<file path="config.mk">
export PLATFORM = sky130hd
export DESIGN_NAME = ahb_burst_arbiter
export DESIGN_NICKNAME = d
export VERILOG_FILES = /design/src/rtl/ahb_arb_pkg.sv /design/src/rtl/ahb_arb_beat_track.sv /design/src/rtl/ahb_arb_rr_pick.sv /design/src/rtl/ahb_burst_arbiter.sv
export SDC_FILE = /design/constraint.sdc
export NUM_CORES = 1
export LEC_CHECK = 0
export BUFFER_PORTS_ARGS = -buffer_cell sky130_fd_sc_hd__buf_2
export CAP_MARGIN = 20
export CORE_ASPECT_RATIO = 1.2
export CORE_MARGIN = 3
export CORE_UTILIZATION = 52
export CTS_CLUSTER_DIAMETER = 60
export DETAILED_ROUTE_END_ITERATION = 8
export PLACE_DENSITY = 0.91
export SKIP_CTS_REPAIR_TIMING = 1
export SLEW_MARGIN = 0
export SYNTH_ARGS = -nofsm -noshare
export SYNTH_HDL_FRONTEND = slang
export SYNTH_SLANG_ARGS = --single-unit
</file>
<file path="constraint.sdc">
create_clock -name clk -period 2.64 [get_ports clk]
set_input_delay 0.132 -clock clk [delete_from_list [all_inputs] [get_ports clk]]
set_output_delay 0.132 -clock clk [all_outputs]
set_load 0.02 [all_outputs]
</file>
<file path="src/rtl/ahb_arb_pkg.sv">
package ahb_arb_pkg;

  typedef enum logic [1:0] {
    TR_IDLE = 2'b00,
    TR_BUSY = 2'b01,
    TR_NSEQ = 2'b10,
    TR_SEQ  = 2'b11
  } trans_e;

  localparam int MAX_BEATS = 16;
  localparam int CNT_W     = $clog2(MAX_BEATS + 1);

  // Beat count of a fixed-length burst code; undefined length yields 0.
  function automatic logic [CNT_W-1:0] fixed_beats(input logic [2:0] code);
    logic [CNT_W-1:0] n;
    case (code[2:1])
      2'b00:   n = code[0] ? CNT_W'(0) : CNT_W'(1);
      2'b01:   n = CNT_W'(4);
      2'b10:   n = CNT_W'(8);
      default: n = CNT_W'(16);
    endcase
    return n;
  endfunction

  function automatic logic is_open_incr(input logic [2:0] code);
    return code == 3'b001;
  endfunction

endpackage

</file>
<file path="src/rtl/ahb_arb_beat_track.sv">
module ahb_arb_beat_track
  import ahb_arb_pkg::*;
(
  input  logic       clk,
  input  logic       rst_n,
  input  logic [1:0] htrans,
  input  logic [2:0] hburst,
  input  logic       hready,
  input  logic       owner_req,
  output logic       burst_hold
);

  logic [CNT_W-1:0] left_q, left_d;
  logic             open_q, open_d;

  // Value the counters will take if the present address phase is accepted.
  always_comb begin
    left_d = left_q;
    open_d = open_q;
    case (htrans)
      TR_NSEQ: begin
        open_d = is_open_incr(hburst);
        left_d = open_d ? '0 : fixed_beats(hburst) - CNT_W'(1);
      end
      TR_SEQ: begin
        left_d = (left_q == '0) ? '0 : left_q - CNT_W'(1);
      end
      TR_BUSY: begin
        left_d = left_q;
      end
      default: begin
        left_d = '0;
        open_d = 1'b0;
      end
    endcase
    burst_hold = (left_d != '0) || (open_d && owner_req);
  end

  always_ff @(posedge clk or negedge rst_n) begin
    if (!rst_n) begin
      left_q <= '0;
      open_q <= 1'b0;
    end else if (hready) begin
      left_q <= left_d;
      open_q <= open_d;
    end
  end

endmodule

</file>
<file path="src/rtl/ahb_arb_rr_pick.sv">
module ahb_arb_rr_pick #(
  parameter int N = 4,
  parameter int W = 2
) (
  input  logic [N-1:0] req,
  input  logic [W-1:0] last,
  output logic [W-1:0] pick
);

  // Walk downward so the nearest candidate after 'last' is written last.
  always_comb begin
    logic [W-1:0] idx;
    pick = '0;
    for (int k = N; k >= 1; k--) begin
      idx = W'((int'(last) + k) % N);
      if (req[idx]) pick = idx;
    end
  end

endmodule

</file>
<file path="src/rtl/ahb_burst_arbiter.sv">
module ahb_burst_arbiter
  import ahb_arb_pkg::*;
#(
  parameter  int NUM_M = 4,
  localparam int MW    = (NUM_M > 1) ? $clog2(NUM_M) : 1
) (
  input  logic             clk,
  input  logic             rst_n,
  input  logic [NUM_M-1:0] req,
  input  logic [NUM_M-1:0] lock,
  input  logic [1:0]       htrans,
  input  logic [2:0]       hburst,
  input  logic             hmastlock,
  input  logic             hready,
  output logic [NUM_M-1:0] grant,
  output logic [MW-1:0]    addr_owner,
  output logic [MW-1:0]    data_owner
);

  logic [MW-1:0] own_q, dat_q, next_own;
  logic          burst_hold, lock_hold, keep;

  ahb_arb_beat_track beats_i (
    .clk        (clk),
    .rst_n      (rst_n),
    .htrans     (htrans),
    .hburst     (hburst),
    .hready     (hready),
    .owner_req  (req[own_q]),
    .burst_hold (burst_hold)
  );

  ahb_arb_rr_pick #(.N(NUM_M), .W(MW)) pick_i (
    .req  (req),
    .last (own_q),
    .pick (next_own)
  );

  assign lock_hold = hmastlock || (lock[own_q] && req[own_q]);
  assign keep      = lock_hold || burst_hold;

  always_ff @(posedge clk or negedge rst_n) begin
    if (!rst_n) begin
      own_q <= '0;
      dat_q <= '0;
    end else if (hready) begin
      dat_q <= own_q;
      if (!keep) own_q <= next_own;
    end
  end

  for (genvar g = 0; g < NUM_M; g++) begin : g_grant
    assign grant[g] = (own_q == MW'(g));
  end

  assign addr_owner = own_q;
  assign data_owner = dat_q;

endmodule

</file>
==> results of run 1 <==
==> worst paths after layout <==
check | startpoint | endpoint
worst max-delay path | beats_i.left_q[2] | addr_owner[1]
worst min-delay path | hready | beats_i.left_q[3]
worst max register to register | beats_i.left_q[2] | addr_owner[1]
worst min register to register | data_owner[1] | data_owner[1]
max in group asynchronous | rst_n | addr_owner[1]
min in group asynchronous | rst_n | data_owner[1]
==> metrics by stage <==
stage	cells	setup slack [ns]
floorplan	112	0.5405
global placement	152	0.4807
detailed placement	152	0.4098
CTS	156	0.3843
global route	157	0.3191
finish	157	0.3690
==> cells in the mapped netlist (all sizes together) (2+ instances only) <==
cell type / count
a22o: 2
o21ai: 7
or2b: 2
a21oi: 9
a22oi: 2
clkbuf: 3
nor2: 9
nand3: 3
nor3: 2
nor3b: 2
o311a: 3
ha: 9
nand2: 5
nor2b: 3
dfrtp: 10
inv: 10
and2b: 2
nor4b: 3
mux2: 5
or2: 2
mux2i: 2
==> power breakdown <==
group          switching (mW)  internal (mW)  leakage [nW]
logic                   0.321          0.223         0.411
registers              0.0518          0.196         0.121
clock network          0.0568         0.0837        0.0210
total                   0.429          0.503         0.552
==> layout by cell type, fill, tap and decap left out, drive strengths merged, types with 2 or more instances in the layout <==
| master | instances |
|---|---|
| ha | 9 |
| buf | 25 |
| nor3b | 2 |
| nand2 | 5 |
| nor3 | 2 |
| or2 | 2 |
| nor2b | 3 |
| nor4b | 3 |
| or2b | 2 |
| clkbuf | 4 |
| o21ai | 7 |
| mux2 | 5 |
| a22o | 2 |
| inv | 10 |
| o311a | 3 |
| nand3 | 3 |
| and2b | 2 |
| mux2i | 2 |
| a22oi | 2 |
| dfrtp | 10 |
| a21oi | 9 |
| nor2 | 9 |
==> per-layer routing <==
metal,global-route usage,share of wire
met1,0.2583,0.40
met2,0.3797,0.51
met3,0.03741,0.070
met4,0.09268,0.015
met5,0,0
==> logic make-up after synthesis <==
logic type               synth area share
multiplexers                      0.07901
XOR/XNOR                         0.009069
AO/OA/AOI/OAI                      0.2306
buffers and inverters             0.05441
AND/OR/NAND/NOR                    0.2513
flip-flops                         0.2591
adder cells (fa/ha/maj)            0.1166
==> registers in the layout (all words and copies together), names as in the netlist <==
name,count
data_owner,2
beats_i.left_q,5
addr_owner,2
beats_i.open_q,1
==> area by class of cell <==
| class | count | area [um2] |
|---|---|---|
| clock buffers | 4 | 36.28 |
| fillers | 149 | 554.3 |
| inverters | 10 | 37.54 |
| multi-input cells | 89 | 663.1 |
| flip-flops and latches | 10 | 250.2 |
| well taps | 18 | 22.52 |
| repair buffers | 26 | 137.6 |
==> worst max-delay path: stages, from the launching register on <==
cell and delay, ns:
dfrtp_1 0.47, or4b_1 0.49, a32o_2 0.30, nor4b_2 0.28, o2111a_2 0.28, mux2_2 0.33
==> metrics, run 1 <==
Finished Cell Area=1147 um2; Layout Nets=166; first-pass GRT wire length=3836 um; pin count of the biggest net entering global routing=15; Starting Density=0.5676; status=finished, final reports clean; count of pins over their slew limit=0; Leakage=0.5522 nW; Netlist Area Pre-Place=965.9 um2; H-tree Lvls=1; FP Rows=16; Hold Vio Cnt, Final=0; hold path depth=2; GR Overflow Total=0; routed wire length=2359 um; cell taking the most area after synthesis=dfrtp_1; PD cells=812.8 nW/um2; Root Driver=clkbuf_4; share of cells above drive strength 1=0.3309; asr flop ratio synth=1.000; Via density=6.236; number of flops mapped to enable cells by yosys=0; Crit path required time=2.79 ns; PnR Total Power=0.9326 mW; ys flop type=dfrtp_1; die width=45.35 um; critical path endpoint category=flip-flop; synth warn=0; die area=2413 um2; largest cells by area after synthesis=dfrtp_1 26%, ha_1 12%, mux2_2 5.8%; Mean Syn Cell Area=8.624 um2; total number of vias=979; Seq cells post-synth=10; relative slew slack=0.7607; Gate Count Post-Synth=112; setup violators final=0; Clock Tree Buf Depth=2; Net Count, Synth=138; r2r setup slk=0.37 ns; Fin Hold WS=0.2381 ns; clk_skew=0.004464 ns; final worst-path cycle share=0.8602; drt wl/cell=15.03 um; fin crit period=2.271 ns; area grow syn2layout=18.78%; Placed Area=1101 um2; RePlAce Congestion=0.8806; ANT cells=0; post-synth cell types=42; remaining antenna violation count after routing=0; CTS tree=done; PortBufs=24; drt drc=0; Worst-Margin Slew=0.3539 ns; Worst IR Drop VDD=370.0 uV; Clock Pin Slew Worst Setup and Hold Paths=0.07 ns; Initial DRT Pass Iterations=4; Max Cap Viol=0; setup TNS=0 ns; element type at the critical path start=flip-flop; Max FO, Critical Path=8; fmax=0.4403 GHz; Worst Hold Class=input port to flip-flop; clock latency at the later pin of the worst-skew pair=0.27 ns; RSZ-0062 raised after global routing=false; Die Ht=53.22 um; number of antenna violations at the first check in global routing=0; Worst Path Arrival=2.42 ns; Post-DP HPWL=1789 um; area of the core=1702 um2; Synth top area share=0.2591; Global Route Usage Sum=0.2191; critical path type=flip-flop to flip-flop; Num CTS Buffers=3; Core Util, Final=0.6743; DRT iter0 DRCs=23; R2R cell count=5; I/O Pins=25; clock sink total=10; post-synthesis sequential area ratio=0.2591; number of global-route vias before repair=854
Note: power is estimated with default switching activity, not from simulation.
==> run 2: changes to the inputs <==
Settings changed: CORE_MARGIN 3 to 8, CTS_CLUSTER_DIAMETER 60 to 30.
==> run 2 against run 1 <==
  * Cell area decreased by 1.1%
  * Worst setup slack got worse by 0.0030 ns
  * Clock power decreased by 28%
  * Critical path type unchanged
  * Largest cell class unchanged
  * Largest power group unchanged
==> metrics, run 2 (synthesis results as in run 1) <==
Worst Hold Class=input port to flip-flop; clock latency at the later pin of the worst-skew pair=0.26 ns; clk_skew=0.004241 ns; most common cell after layout, fill and taps aside=buf_2; element type at the critical path start=flip-flop; Via density=6.357; Die Ht=63.22 um; CP Cell Sequence=inv_1 > ha_1 > or2b_2 > o311a_1 > nor4b_2 > o2111a_2 > mux2_2; Root Driver=clkbuf_4; total number of vias=998; Layout Nets=166; CP top delay family=compound AO/OA/AOI/OAI gates; Post-DP HPWL=1959 um; setup violators final=0; area grow syn2layout=17.49%; status=finished, final reports clean; first-pass GRT wire length=4278 um; ANT cells=0; Placed Area=1102 um2; Leakage=0.5450 nW; FP Rows=17; slowest CP cell=dfrtp_1; I/O Pins=25; critical path endpoint category=flip-flop; setup TNS=0 ns; CP peak stage delay=0.44 ns; relative slew slack=0.7709; PortBufs=24; DRT iter0 DRCs=38; Finished Cell Area=1135 um2; H-tree Lvls=1; die area=3499 um2; count of pins over their slew limit=0; Max Cap Viol=0; fin crit period=2.274 ns; RSZ-0062 raised after global routing=false; CTS tree=done; drt wl/cell=15.41 um; critical path type=flip-flop to flip-flop; remaining antenna violation count after routing=0; Num CTS Buffers=3; Worst-Margin Slew=0.3436 ns; die width=55.35 um; routed wire length=2419 um; Initial DRT Pass Iterations=5; GR Overflow Total=0; fmax=0.4398 GHz; dpl ws=0.3865 ns; Crit path required time=2.79 ns; Max FO, Critical Path=6; area of the core=1787 um2; Clock Tree Buf Depth=2; Worst Path Arrival=2.42 ns; number of global-route vias before repair=1003; share of cells above drive strength 1=0.3261; Worst IR Drop VDD=322.7 uV; Clock Pin Slew Worst Setup and Hold Paths=0.06 ns; final worst-path cycle share=0.8614; Starting Density=0.5406; PD cells=798.6 nW/um2; most flop-heavy register=beats_i.left_q; Global Route Usage Sum=0.1397; clock sink total=10; number of antenna violations at the first check in global routing=0; pin count of the biggest net entering global routing=15; Final WS setup=0.3660 ns; RePlAce Congestion=0.9387; drt drc=0; Hold Vio Cnt, Final=0; commonest non-fill, non-tap cells in the layout=24 x buf_2, 10 x inv_1, 10 x dfrtp_1; Buffers & Inverters on Critical Path=1; max FFs per register=5; PnR Total Power=0.9063 mW
==> run 2: area by class of cell <==
cell class,count,area [um2]
multi-input combinational,89,663.1
inverter,10,37.54
tap,19,23.77
clock buffer,3,22.52
sequential,10,250.2
fill,155,651.9
timing repair buffer,26,137.6
==> run 2: through the flow <==
stage	hold slack, ns	util	instances
CTS	-0.2817	0.6296	156
global placement	0.004524	0.6169	153
detailed placement	0.001163	0.6169	153
global route	0.2604	0.6352	157
floorplan	-0.1636	-	112
finish	0.2357	0.6352	157
==> run 2: per-layer routing <==
metal	global-route usage	share of wire	routed length, um	vias up
met5	0	0	0	-
met4	0.08025	0.026	63	0
met3	0.03607	0.069	168	7
met2	0.2444	0.52	1257	52
met1	0.1457	0.38	930	471
li1	-	-	-	468
==> run 2: path summary, 6_finish.rpt <==
check | from | to | slack [ns] | cells after the start
worst min-delay path | hready | beats_i.left_q[4] | 0.24 | 2
max in group asynchronous | rst_n | beats_i.open_q | 2.17 | 2
min in group asynchronous | rst_n | beats_i.left_q[0] | 0.27 | 2
worst max-delay path | beats_i.left_q[0] | addr_owner[1] | 0.37 | 7
worst min register to register | data_owner[1] | data_owner[1] | 0.50 | 1
worst max register to register | beats_i.left_q[0] | addr_owner[1] | 0.37 | 7
==> run 2: where the power goes <==
part           switching [mW]  internal (mW)  leakage, nW  total, mW
sequential             0.0570          0.197        0.121      0.254
combinational           0.325          0.225        0.411      0.550
clock                  0.0498         0.0526       0.0138      0.102
total                   0.432          0.474        0.545      0.906
==> run 3: changes to the inputs <==
Settings changed: ABC_AREA set to 1, BUFFER_PORTS_ARGS -buffer_cell sky130_fd_sc_hd__buf_2 to unset, CORE_UTILIZATION 52 to 62, DONT_BUFFER_PORTS set to 1, PLACE_DENSITY 0.91 to 0.9.
==> run 3 against run 2 <==
  * Routed wire length is 2.0% higher
  * Die area shrank 2.3%
  * Non-clock buffer count shrank 24
  * Count of clock-buffer cells in the layout unchanged
  * Critical path type unchanged
  * Largest cell class unchanged
  * Largest power group unchanged
  * Highest routed layer unchanged
==> metrics, run 3 <==
status=finished, final reports clean; routed wire length=2467 um; total number of vias=1029; slowest CP cell=dfrtp_1; ANT cells=0; Crit path required time=2.79 ns; routing usage on met2=0.2813; pin count of the biggest net entering global routing=14; Leakage=0.6381 nW; top cells by count, synth=47 x nand2_1, 21 x inv_1, 14 x nand2_2; met1 Track Usage GR=0.1381; count of pins over their slew limit=0; Layout Nets=197; met3 Usage GRT=0.02143; I/O Pins=25; CTS tree=done; top-count cell post-synth=nand2_1; Finished Cell Area=1167 um2; most common cell after layout, fill and taps aside=nand2_1; cell repeated most along the worst path=nand2_1; Net Count, Synth=192; final worst-path cycle share=0.7059; remaining antenna violation count after routing=0; cell taking the most area after synthesis=dfrtp_1; CP startpoint=addr_owner[0]; Starting Density=0.6322; area of the core=1765 um2; clock latency at the later pin of the worst-skew pair=0.26 ns; clk_skew=0.002277 ns; Global Route Usage Sum=0.1491; drt wl/cell=13.12 um; Buffers & Inverters on Critical Path=3; FP Rows=17; RePlAce Congestion=0.8794; asr flop ratio synth=1.000; Max FO, Critical Path=12; number of flops mapped to enable cells by yosys=0; r2r setup slk=0.78 ns; critical path type=flip-flop to flip-flop; Gate Count Post-Synth=166; R2R cell count=10; Hold Vio Cnt, Final=0; Num CTS Buffers=3; Via density=5.473; Worst IR Drop VDD=572.0 uV; reg-to-reg endpoint=addr_owner[0]; Worst setup endpoint=addr_owner[0]; register area=250.2 um2; Placed Area=1125 um2; DRT iter0 DRCs=9; PD cells=831.5 nW/um2; Multi-input gate area=730.7 um2; die width=54.73 um; relative slew slack=0.5563; ys flop type=dfrtp_1; die area=3419 um2; critical path endpoint category=flip-flop; post-synthesis sequential area ratio=0.2242; Max Cap Viol=0; fin crit period=1.864 ns; largest cells by area after synthesis=dfrtp_1 22%, nand2_1 16%, ha_1 10%; number of antenna violations at the first check in global routing=0; number of global-route vias before repair=1021; Synth top area share=0.2242; Worst Hold Class=input port to flip-flop; Post-DP HPWL=2064 um; H-tree Lvls=1; GR Overflow Total=0; area grow syn2layout=4.596%; setup TNS=0 ns; most flop-heavy register=beats_i.left_q; Root Driver=clkbuf_4; Seq cells post-synth=10; share of cells above drive strength 1=0.2604; RSZ-0062 raised after global routing=false; Worst R2R Start=addr_owner[0]; Clock Pin Slew Worst Setup and Hold Paths=0.06 ns; CP peak stage delay=0.77 ns; Clock Tree Buf Depth=2; critical path depth in cells=10; post-synth cell types=25; drt drc=0; element type at the critical path start=flip-flop; max FFs per register=5; fmax=0.5366 GHz; Worst-Margin Slew=0.6655 ns; setup violators final=0; first-pass GRT wire length=4071 um; Worst Path Arrival=2.01 ns; Netlist Area Pre-Place=1116 um2; clock sink total=10; CP Cell Sequence=inv_8 > ha_1 > inv_1 > nand2_1 > nand2_1 > inv_1 > nand2_1 > nand4_1 > nand2_1 > nand2_1; Initial DRT Pass Iterations=4; CP top delay family=flip-flops; PortBufs=0; Top Usage Layer GRT=met2; synth warn=0; Filler Cell Count=176; Die Ht=62.48 um; commonest non-fill, non-tap cells in the layout=47 x nand2_1, 21 x inv_1, 14 x nand2_2; Mean Syn Cell Area=6.723 um2
## run 3: area by class of cell
cell class,instances,share of cell area
timing repair buffer,2,0.01715
inverter,30,0.1029
clock buffer,3,0.01929
multi-input combinational,124,0.6259
sequential,10,0.2144
tap,19,0.02036
## run 3: per-stage QoR
step                      worst slack (ns)  instances    util  power [mW]  hold WS, ns
final                               0.7764        188  0.6612      0.9707   0.00004724
after global routing                0.6260        188  0.6612       1.059     0.003284
after CTS                           0.7581        186  0.6499      0.9733      -0.4408
after detailed placement            0.7613        183  0.6371      0.8748      -0.1633
after global placement              0.8412        183  0.6371      0.8420      -0.1633
after floorplan                      1.029        166       -      0.7936      -0.1636
## run 3: how the worst min path moves through the flow
stage                      start           endpoint  slack, ns  cells after the start
after floorplan            rst_n      addr_owner[0]      -0.16                      0
final                     hready  beats_i.left_q[0]    0.00005                      2
after detailed placement   rst_n      data_owner[1]      -0.16                      0
after global routing      hready  beats_i.left_q[4]      0.003                      2
after global placement     rst_n      data_owner[0]      -0.16                      0
after CTS                  rst_n      addr_owner[0]      -0.44                      0
## run 3: cells by family after synthesis
| logic type | count (synthesis) | synth area share |
|---|---|---|
| xor gates and xnor gates | 1 | 0.007849 |
| DFF | 10 | 0.2242 |
| adders and majority gates | 9 | 0.1009 |
| AOI/OAI and AO/OA | 15 | 0.07735 |
| buffers and inverters | 32 | 0.1211 |
| and+or+nand+nor | 99 | 0.4686 |
## run 3: per-layer routing
| metal | vias to the layer above | part of all wire |
|---|---|---|
| met5 | - | 0 |
| met4 | 0 | 0.022 |
| met3 | 5 | 0.049 |
| met2 | 23 | 0.57 |
| met1 | 473 | 0.36 |
| li1 | 528 | - |
## run 3: report_power, final
part / leakage (nW) / internal, mW / switching [mW]
Sequential: 0.127 / 0.192 / 0.109
Combinational: 0.497 / 0.202 / 0.369
Clock: 0.0138 / 0.0524 / 0.0466
